==> src/rtl/adc_accum_decim.sv <==
module adc_accum_decim #(
  parameter int IN_W         = 12,
  parameter int OUT_W        = 16,
  parameter int CNT_LOG2_MAX = 10,
  parameter int AVG_W        = 4,
  parameter int DIV_W        = 3,
  parameter int OS_SEL_W     = 2
) (
  input  logic             clk,
  input  logic             rst_n,
  input  logic             in_valid,
  input  logic [IN_W-1:0]  in_sample,
  input  logic             flush,
  input  logic             mode,
  input  logic [OS_SEL_W-1:0] os_sel,
  input  logic [AVG_W-1:0] avg_log2,
  input  logic [DIV_W-1:0] div_log2,
  output logic             out_valid,
  output logic [OUT_W-1:0] out_data
);
  localparam int ACC_W = IN_W + CNT_LOG2_MAX;
  localparam int IDX_W = CNT_LOG2_MAX;
  localparam int LG_W  = $clog2(CNT_LOG2_MAX + 1);

  logic [ACC_W-1:0] acc;
  logic [IDX_W-1:0] idx;
  logic [LG_W-1:0]  lg_q;
  logic [DIV_W-1:0] sh_q;

  logic [LG_W-1:0]  req_lg, cur_lg;
  logic [DIV_W-1:0] req_sh, cur_sh;
  logic [IDX_W-1:0] last_idx;
  logic [ACC_W-1:0] sum, shifted;
  logic             first;

  always_comb begin
    if (mode) begin
      req_lg = LG_W'((32'(os_sel) + 1) * 2);
      req_sh = DIV_W'(32'(os_sel) + 1);
    end else begin
      req_lg = (32'(avg_log2) > CNT_LOG2_MAX) ? LG_W'(CNT_LOG2_MAX) : LG_W'(avg_log2);
      req_sh = div_log2;
    end
  end

  assign first    = (idx == '0);
  assign cur_lg   = first ? req_lg : lg_q;
  assign cur_sh   = first ? req_sh : sh_q;
  assign last_idx = IDX_W'((32'd1 << cur_lg) - 32'd1);
  assign sum      = acc + ACC_W'(in_sample);
  assign shifted  = sum >> cur_sh;

  always_ff @(posedge clk) begin
    if (!rst_n) begin
      acc       <= '0;
      idx       <= '0;
      lg_q      <= '0;
      sh_q      <= '0;
      out_valid <= 1'b0;
      out_data  <= '0;
    end else begin
      out_valid <= 1'b0;
      if (flush) begin
        acc <= '0;
        idx <= '0;
      end else if (in_valid) begin
        if (first) begin
          lg_q <= req_lg;
          sh_q <= req_sh;
        end
        if (idx == last_idx) begin
          out_valid <= 1'b1;
          out_data  <= shifted[OUT_W-1:0];
          acc       <= '0;
          idx       <= '0;
        end else begin
          acc <= sum;
          idx <= idx + 1'b1;
        end
      end
    end
  end
endmodule


==> config.mk <==
export PLATFORM = sky130hd
export DESIGN_NAME = adc_accum_decim
export DESIGN_NICKNAME = d
export VERILOG_FILES = /design/src/rtl/adc_accum_decim.sv
export SDC_FILE = /design/constraint.sdc
export NUM_CORES = 1
export LEC_CHECK = 0
export BUFFER_PORTS_ARGS = -buffer_cell sky130_fd_sc_hd__clkbuf_2
export CAP_MARGIN = 20
export CORE_UTILIZATION = 40
export CTS_CLUSTER_SIZE = 25
export DETAILED_ROUTE_END_ITERATION = 10
export PLACE_DENSITY = 0.55
export SYNTH_ARGS = -nofsm -noshare
export SYNTH_HDL_FRONTEND = slang
export SYNTH_SLANG_ARGS = --single-unit
==> constraint.sdc <==
create_clock -name clk -period 4.85 [get_ports clk]
set_input_delay 0 -clock clk [delete_from_list [all_inputs] [get_ports clk]]
set_output_delay 0 -clock clk [all_outputs]
set_load 0.01 [all_outputs]
== Word level (Yosys, flattened, before mapping) ==
Cells that the tools add are included.

* Register bits: 56
* Logic and storage cells: 30
* Bits of input ports: 26
* Output and inout bits: 17

* Eq/ne operators: 1
* Add/subtract/negate cells: 4
* Reduce and logical (&&, ||, !) cells: 5
* Bitwise gates (word level): 3
* $lt $le $gt $ge: 1
* Shifts and indexed selects: 2
* Multiplexer cells: 8

{| class="wikitable"
|+ Operator list
! cell !! number
|-
| $add A22 B12 Y22 || 1
|-
| $mux W22 || 1
|-
| $shr A22 B3 Y16 || 1
|-
| $mux W4 || 3
|-
| $add A10 B1 Y10 const B || 1
|-
| $eq A10 B10 Y1 || 1
|-
| $logic_not A10 Y1 || 1
|-
| $mux W10 || 1
|-
| $shl A1 B4 Y10 const A || 1
|-
| $sub A10 B1 Y10 const B || 1
|-
| $mux W3 || 2
|-
| $gt A4 B4 Y1 const B || 1
|-
| $add A2 B1 Y3 const B || 1
|-
| $not A1 Y1 || 3
|-
| $reduce_and A3 Y1 || 1
|-
| $reduce_or A3 Y1 || 1
|-
| $reduce_and A2 Y1 || 1
|-
| $reduce_or A2 Y1 || 1
|-
| $mux W1 || 1
|}

== Depth between registers and ports, before layout ==
Gate-level depths: netlist (run 1).

* Depth after elaboration: 8
* Gate-level depth with buffers: 20
* Gate-level depth less buffers: 16

== Worst setup path before layout (run 1) ==
OpenSTA, ideal clock, no wires.

* Kind: reg2reg
* From: reg idx[0]
* To: reg acc[5]
* Setup time: 125 ps
* Buffers on the path: 4
* Path slack: 837 ps
* Period minus slack after synthesis: 4013 ps
* Data arrival time: 3888 ps
* Data required time: 4725 ps
* Cell stages (with the launch flop): 21
* Cells stage by stage: dfxtp_1 > inv_1 > ha_1 > or4b_4 > nor3_4 > buf_6 > buf_2 > nor4_1 > a21oi_1 > ha_1 > clkbuf_1 > nor4_1 > a21o_1 > a22oi_1 > mux2_2 > a21oi_1 > or3_1 > nor3_2 > buf_2 > a2bb2oi_1 > nor2_1

* Word-level cells in the longest chain between the ends: 6

{| class="wikitable"
|+ Ends and longest elaborated chain
! item !! RTL line !! text
|-
| start: declaration || 26 || <nowiki>logic [IDX_W-1:0] idx;</nowiki>
|-
| start signal: assignment || 78 || <nowiki>idx <= idx + 1'b1;</nowiki>
|-
| $logic_not A10 Y1 || 46 || <nowiki>assign first = (idx == '0);</nowiki>
|-
| $mux W4 || - ||
|-
| $shl A1 B4 Y10 || 49 || <nowiki>assign last_idx = IDX_W'((32'd1 << cur_lg) - 32'd1);</nowiki>
|-
| $sub A10 B1 Y10 || 49 ||
|-
| $eq A10 B10 Y1 * || 71 || <nowiki>if (idx == last_idx) begin</nowiki>
|-
| $mux W22 * || 71 ||
|-
| end signal: assignment || 77 || <nowiki>acc <= sum;</nowiki>
|-
| end: declaration || 25 || <nowiki>logic [ACC_W-1:0] acc;</nowiki>
|}

Mark *: on every way between the ends. The rest lies on a longest branch, timed or not.
A chain may end at the register's enable or synchronous reset.

== Worst setup path in the final report (run 1) ==
* From: reg idx[0]
* To: reg out_data[6]

* Word-level cells in the longest chain between the ends: 6
* Elaborated cells on any way between the ends: 8
* Those cells by class: add/sub (1); eq/ne (1); shift (2); mux (2); reduce/logical (2)

{| class="wikitable"
|+ Ends and longest elaborated chain
! item !! RTL line !! text
|-
| $logic_not A10 Y1 || 46 ||
|-
| $mux W4 || - ||
|-
| $shl A1 B4 Y10 || 49 ||
|-
| $sub A10 B1 Y10 || 49 ||
|-
| $eq A10 B10 Y1 || 71 ||
|-
| $reduce_and A3 Y1 (no line) || - ||
|-
| end signal: assignment || 73 || <nowiki>out_data <= shifted[OUT_W-1:0];</nowiki>
|-
| end: declaration || 19 || <nowiki>output logic [OUT_W-1:0] out_data</nowiki>
|}

Parallel ways exist; a longest one is shown, timed or not.

==> results of run 1 <==
-- per-stage QoR --
step	setup WS [ns]	instances
6_report	0.465	860
5_1_grt	0.0836	860
2_1_floorplan	0.837	680
4_1_cts	0.510	860
3_3_place_gp	0.622	852
3_5_place_dp	0.530	852
-- final cells by class --
cell class                      instances  area (um2)
Inverter                               16        60.1
Tap cell                              168         210
Sequential cell                        56        1120
Fill cell                            1252        6640
Timing Repair Buffer                   57         323
Clock inverter                          3        26.3
Multi-Input combinational cell        555        3610
Clock buffer                            5         125
-- per-layer routing --
metal  part of all wire  vias to the layer above  track usage
met1               0.54                     2372        0.376
met2               0.40                      149        0.341
met5                  0                        -            0
met4             0.0068                        0       0.0424
met3              0.058                        7       0.0324
li1                   -                     2547            -
-- worst reg2reg max path, cell delays in order, from the launching register on --
cell	delay [ns]
dfxtp_1	0.36
inv_1	0.09
ha_1	0.17
nor4b_2	0.50
nand3_1	0.31
nor4b_1	0.36
nor2_1	0.08
ha_1	0.32
xnor2_1	0.28
inv_1	0.09
nand4_1	0.09
nor4b_4	0.23
o2111ai_2	0.18
nor4b_4	0.66
nand3_4	0.25
a211oi_1	0.24
nor3_1	0.07
-- flip-flops by register name, indices dropped and copies added (netlist names) --
signal / flops
out_valid: 1
acc: 22
lg_q: 4
sh_q: 3
out_data: 16
idx: 10
-- layout by cell type (no fill, tap or decap), types with 5 or more instances in the layout --
cell type / synthesis / routed
nand2b_1: 11 / 11
nand3_1: 31 / 31
a21oi_1: 54 / 54
o21ai_0: 30 / 30
o22ai_1: 5 / 5
nand2_1: 66 / 66
a21o_1: 8 / 8
nor2_1: 68 / 67
nor2b_1: 8 / 8
or4_1: 8 / 8
nor3_1: 15 / 15
nor4_1: 5 / 5
o2111ai_1: 5 / 5
a2bb2oi_1: 9 / 9
xnor2_1: 16 / 16
buf_4: 0 / 15
ha_1: 16 / 16
or2_2: 5 / 5
and2_1: 8 / 8
dfxtp_1: 56 / 56
xor2_1: 13 / 13
a211oi_1: 25 / 25
mux2i_1: 15 / 15
nand4_1: 10 / 10
and3_1: 11 / 11
clkbuf_16: 0 / 5
inv_1: 16 / 16
a31o_2: 8 / 8
o211ai_1: 14 / 14
a211o_1: 5 / 5
clkbuf_2: 0 / 42
-- power by group through the flow --
stage	sequential [mW]	clock [mW]	combinational, mW
floorplan	0.481	0	0.293
global placement	0.488	0	0.388
detailed placement	0.488	0	0.390
CTS	0.477	0.408	0.392
global route	0.478	0.427	0.437
finish	0.478	0.400	0.396
-- worst paths after layout --
path	startpoint	end	cells past startpoint
max	idx[0]	out_data[6]	16
min	rst_n	out_data[14]	3
max reg2reg	idx[0]	out_data[6]	16
min reg2reg	out_data[13]	out_data[13]	2
-- cell families (layout without fill, tap and decap cells) --
group / count (synthesis) / after routing / share of synthesized area
AND/OR/NAND/NOR: 274 / 274 / 0.288
AO/OA/AOI/OAI: 215 / 215 / 0.295
buffers and inverters: 69 / 81 / 0.0569
flip-flops: 56 / 56 / 0.224
XOR/XNOR: 30 / 30 / 0.0539
multiplexers: 19 / 19 / 0.0389
adder cells (fa/ha/maj): 17 / 17 / 0.0439
==> run metrics, run 1 <==
first-pass GRT wire length=24200 um; CP max stage delay=0.66 ns; Comb pwr share=0.311; die area=13000 um2; Worst setup SP type=register; IO Count=43; Yosys top cell area share=0.224; CP arrival=4.56 ns; max-cap viol count=0; GPL Wtd Cong=0.898; Port Buffers=42; most frequent cell after synthesis=nor2_1; sequential-to-total area share from yosys stat=0.224; root buf cell=clkbuf_16; count of final max-slew check failures=0; largest area contributor in the netlist=dfxtp_1; Worst-path clk slew=0.08 ns; TritonCTS Buffers=5; setup violators final=0; vias in the first global route=4404; Synth cell types=73; worst-path cell chain=inv_1, ha_1, nor4b_2, nand3_1, nor4b_1, nor2_1, ha_1, xnor2_1, inv_1, nand4_1, nor4b_4, o2111ai_2, nor4b_4, nand3_4, a211oi_1, nor3_1; Slowest cell on crit path=nor4b_4; Cell Pwr Density=232 nW/um2; ys async rst share=0; fin crit share=0.904; DRT Wirelength=15200 um; RSZ-0062 raised after global routing=no; flops & latches, synth=56; flop-to-flop setup slack=0.47 ns; number of synthesized flops with an enable pin=0; Setup TNS Final=0 ns; Seq pwr share=0.375; Antenna Nets Post-Route=0; fmax=0.228 GHz; largest cells by area after synthesis=dfxtp_1, a21oi_1, nor2_1, nand2_1, ha_1; Mapped Nets=723; CTS H-tree lvls=2; P_sw=0.461 mW; status=complete, no violations; Leak=2.13 nW; Mapped Area=5010 um2; Hold Crit Class=input port to register; # rows=40; crit-path max FO=9; Clock Latency Late Sink=0.32 ns; CTS Buffer Depth=2; Clk pwr share=0.314; dominant synthesized flop cell=dfxtp_1; Post-CTS Setup Bufs=0; min cycle time layout=4.38 ns; clock sink count=56; total power draw=1.27 mW; Die Ht=114 um; Yosys warnings=0; GR Util All Layers=0.238; Avg WL per Cell=17.7 um; DP HPWL=11400 um; Post-synth top cells=nor2_1, nand2_1, dfxtp_1; CTS tree=built; 1st-pass router iterations=5; Cells after Synth=680; required time worst endpoint=5.03 ns; family with the most delay on the worst path=simple AND/OR/NAND/NOR gates; Slew headroom=0.291; utilization after layout=0.452; share of cells above drive strength 1=0.143; sw frac=0.362; # diodes=0; total number of vias=5075; Die X=114 um; Area growth syn-to-layout=9.21%; vias per cell=5.90; Setup CP Type=register to register; CP endpoint kind=register; initial core utilization=0.414; Finished Cell Area=5480 um2; Layout Skew=0.0185 ns; drt initial violations=387; pin count of the biggest net entering global routing=41; final hold violation count=0; Buf+Inv Stages, Crit Path=2; placed cell area=5330 um2; worst hold margin=0.0658 ns; Worst Tran Pin Value=1.06 ns; maximum vdd drop=0.124 mV; post-CTS resize count=0; DR DRC count=0; total gr overflow=0; Synth Area per Inst=7.37 um2; initial antenna violation count=0; Power Internal=0.812 mW; # nets final=734; core area=12100 um2; hold_buf cts=0
Note: power is estimated with default switching activity, not from simulation.
==> run 2, diff against run 1 <==
==> config.mk (replaced) <==
export PLATFORM = sky130hd
export DESIGN_NAME = adc_accum_decim
export DESIGN_NICKNAME = d
export VERILOG_FILES = /design/src/rtl/adc_accum_decim.sv
export SDC_FILE = /design/constraint.sdc
export NUM_CORES = 1
export LEC_CHECK = 0
export CAP_MARGIN = 20
export CORE_UTILIZATION = 50
export CTS_CLUSTER_SIZE = 25
export DETAILED_ROUTE_END_ITERATION = 10
export DONT_BUFFER_PORTS = 1
export PLACE_DENSITY = 0.63
export SYNTH_ARGS = -nofsm -noshare
export SYNTH_HDL_FRONTEND = slang
export SYNTH_SLANG_ARGS = --single-unit
==> run metrics, run 2 (same netlist as run 1, synthesis figures left out) <==
Biggest register=acc; first-pass GRT wire length=23000 um; Buf+Inv Stages, Crit Path=2; # rows=36; # nets final=695; 1st-pass router iterations=5; Area growth syn-to-layout=3.84%; Leak=1.94 nW; total gr overflow=0; TritonCTS Buffers=5; status=complete, no violations; RSZ-0062 raised after global routing=no; Antenna Nets Post-Route=0; worst-path cell chain=inv_1, ha_1, nor4b_2, nand3_1, nor4b_1, nor2_1, ha_1, xnor2_1, inv_1, a311oi_1, nor4b_4, o2111ai_2, nor4b_4, nand3_4, nor3_1, a21oi_1; Slew headroom=0.336; share of cells above drive strength 1=0.0842; IO Count=43; CTS H-tree lvls=2; crit path from=idx[0]; max reg flops=22; fin crit share=0.910; Setup CP Type=register to register; Die Ht=102 um; worst hold path depth=4; family with the most delay on the worst path=simple AND/OR/NAND/NOR gates; utilization after layout=0.535; count of final max-slew check failures=0; vias per cell=6.40; biggest regs=acc (22), out_data (16), idx (10); maximum vdd drop=0.105 mV; Levels on crit path=16; GR Util All Layers=0.283; initial core utilization=0.515; Slowest cell on crit path=nor4b_4; clock sink count=56; Worst Tran Pin Value=0.996 ns; drt initial violations=374; CP max stage delay=0.67 ns; DP HPWL=10600 um; R2R depth=16; CP arrival=4.64 ns; Cell Pwr Density=223 nW/um2; Avg WL per Cell=18.6 um; fmax=0.227 GHz; min cycle time layout=4.41 ns; Clock Latency Late Sink=0.34 ns; CTS tree=built; CP endpoint kind=register; # diodes=0; Setup TNS Final=0 ns; Die X=102 um; DR DRC count=0; Hold Crit Class=input port to register; max-cap viol count=0; commonest non-fill, non-tap cell in the layout=nor2_1; fill count=978; pin count of the biggest net entering global routing=41; required time worst endpoint=5.07 ns; initial antenna violation count=0; final hold violation count=0; setup violators final=0; DRT Wirelength=14600 um; worst reg2reg startpoint=idx[0]; GPL Wtd Cong=0.939; Layout Skew=0.0216 ns; Worst setup SP type=register; Port Buffers=0; vias in the first global route=4349; most frequent cells in the layout=nor2_1, nand2_1, dfxtp_1, a21oi_1, nand3_1; root buf cell=clkbuf_8; total number of vias=5030; Worst-path clk slew=0.11 ns; crit-path max FO=9; die area=10400 um2; hold_sp=avg_log2[0]; core area=9730 um2; CTS Buffer Depth=2
-- run 2: worst paths after layout --
kind                                     end  slack (ns)
worst max-delay path            out_data[14]        0.44
worst min-delay path                 lg_q[0]        0.01
worst max register to register  out_data[14]        0.44
worst min register to register       sh_q[1]        0.47
-- run 2: layer usage --
metal	vias up	routed length (um)	share of wire	GRT usage
met4	0	173	0.012	0.0703
met3	13	975	0.067	0.0404
li1	2471	-	-	-
met5	-	0	0	0
met2	157	6010	0.41	0.394
met1	2389	7450	0.51	0.445
-- run 2: layout make-up --
cell class	count	area, um2	area share
clock buffers	6	82.6	0.0159
multi-input cells	555	3610	0.693
well taps	133	166	0.0320
inverters	16	60.1	0.0115
flip-flops and latches	56	1120	0.215
repair buffers	18	148	0.0284
clock inverters	2	18.8	0.00360
-- run 2: worst register-to-register path, cell delays in order (launching register included) --
cell and delay, ns:
dfxtp_1 0.37, inv_1 0.09, ha_1 0.15, nor4b_2 0.46, nand3_1 0.32, nor4b_1 0.36, nor2_1 0.08, ha_1 0.31
xnor2_1 0.20, inv_1 0.09, a311oi_1 0.07, nor4b_4 0.31, o2111ai_2 0.17, nor4b_4 0.67, nand3_4 0.26, nor3_1 0.29
a21oi_1 0.11
-- run 2: per-stage QoR --
stage / hold WS (ns) / setup WS [ns] / cell area [um2] / power (mW) / instances
CTS: 0.00327 / 0.498 / 5210 / 1.16 / 786
detailed placement: 0.158 / 0.510 / 5060 / 0.854 / 773
global route: 0.0375 / 0.156 / 5210 / 1.22 / 786
finish: 0.0130 / 0.436 / 5210 / 1.16 / 786
global placement: 0.153 / 0.572 / 5060 / 0.852 / 773
floorplan: 0.216 / 0.837 / 5010 / 0.775 / 680
-- run 2: repair_timing --
item / CTS / global route
hold endpoints to repair: 25 / 0
resized for setup: 0 / 0
buffers inserted: 0 / 0
hold buffers: 5 / 0
-- run 2: power breakdown --
group	internal [mW]	switching, mW	leakage [nW]
Combinational	0.144	0.238	1.44
Clock	0.120	0.180	0.0493
Sequential	0.468	0.00925	0.453
Total	0.732	0.428	1.94
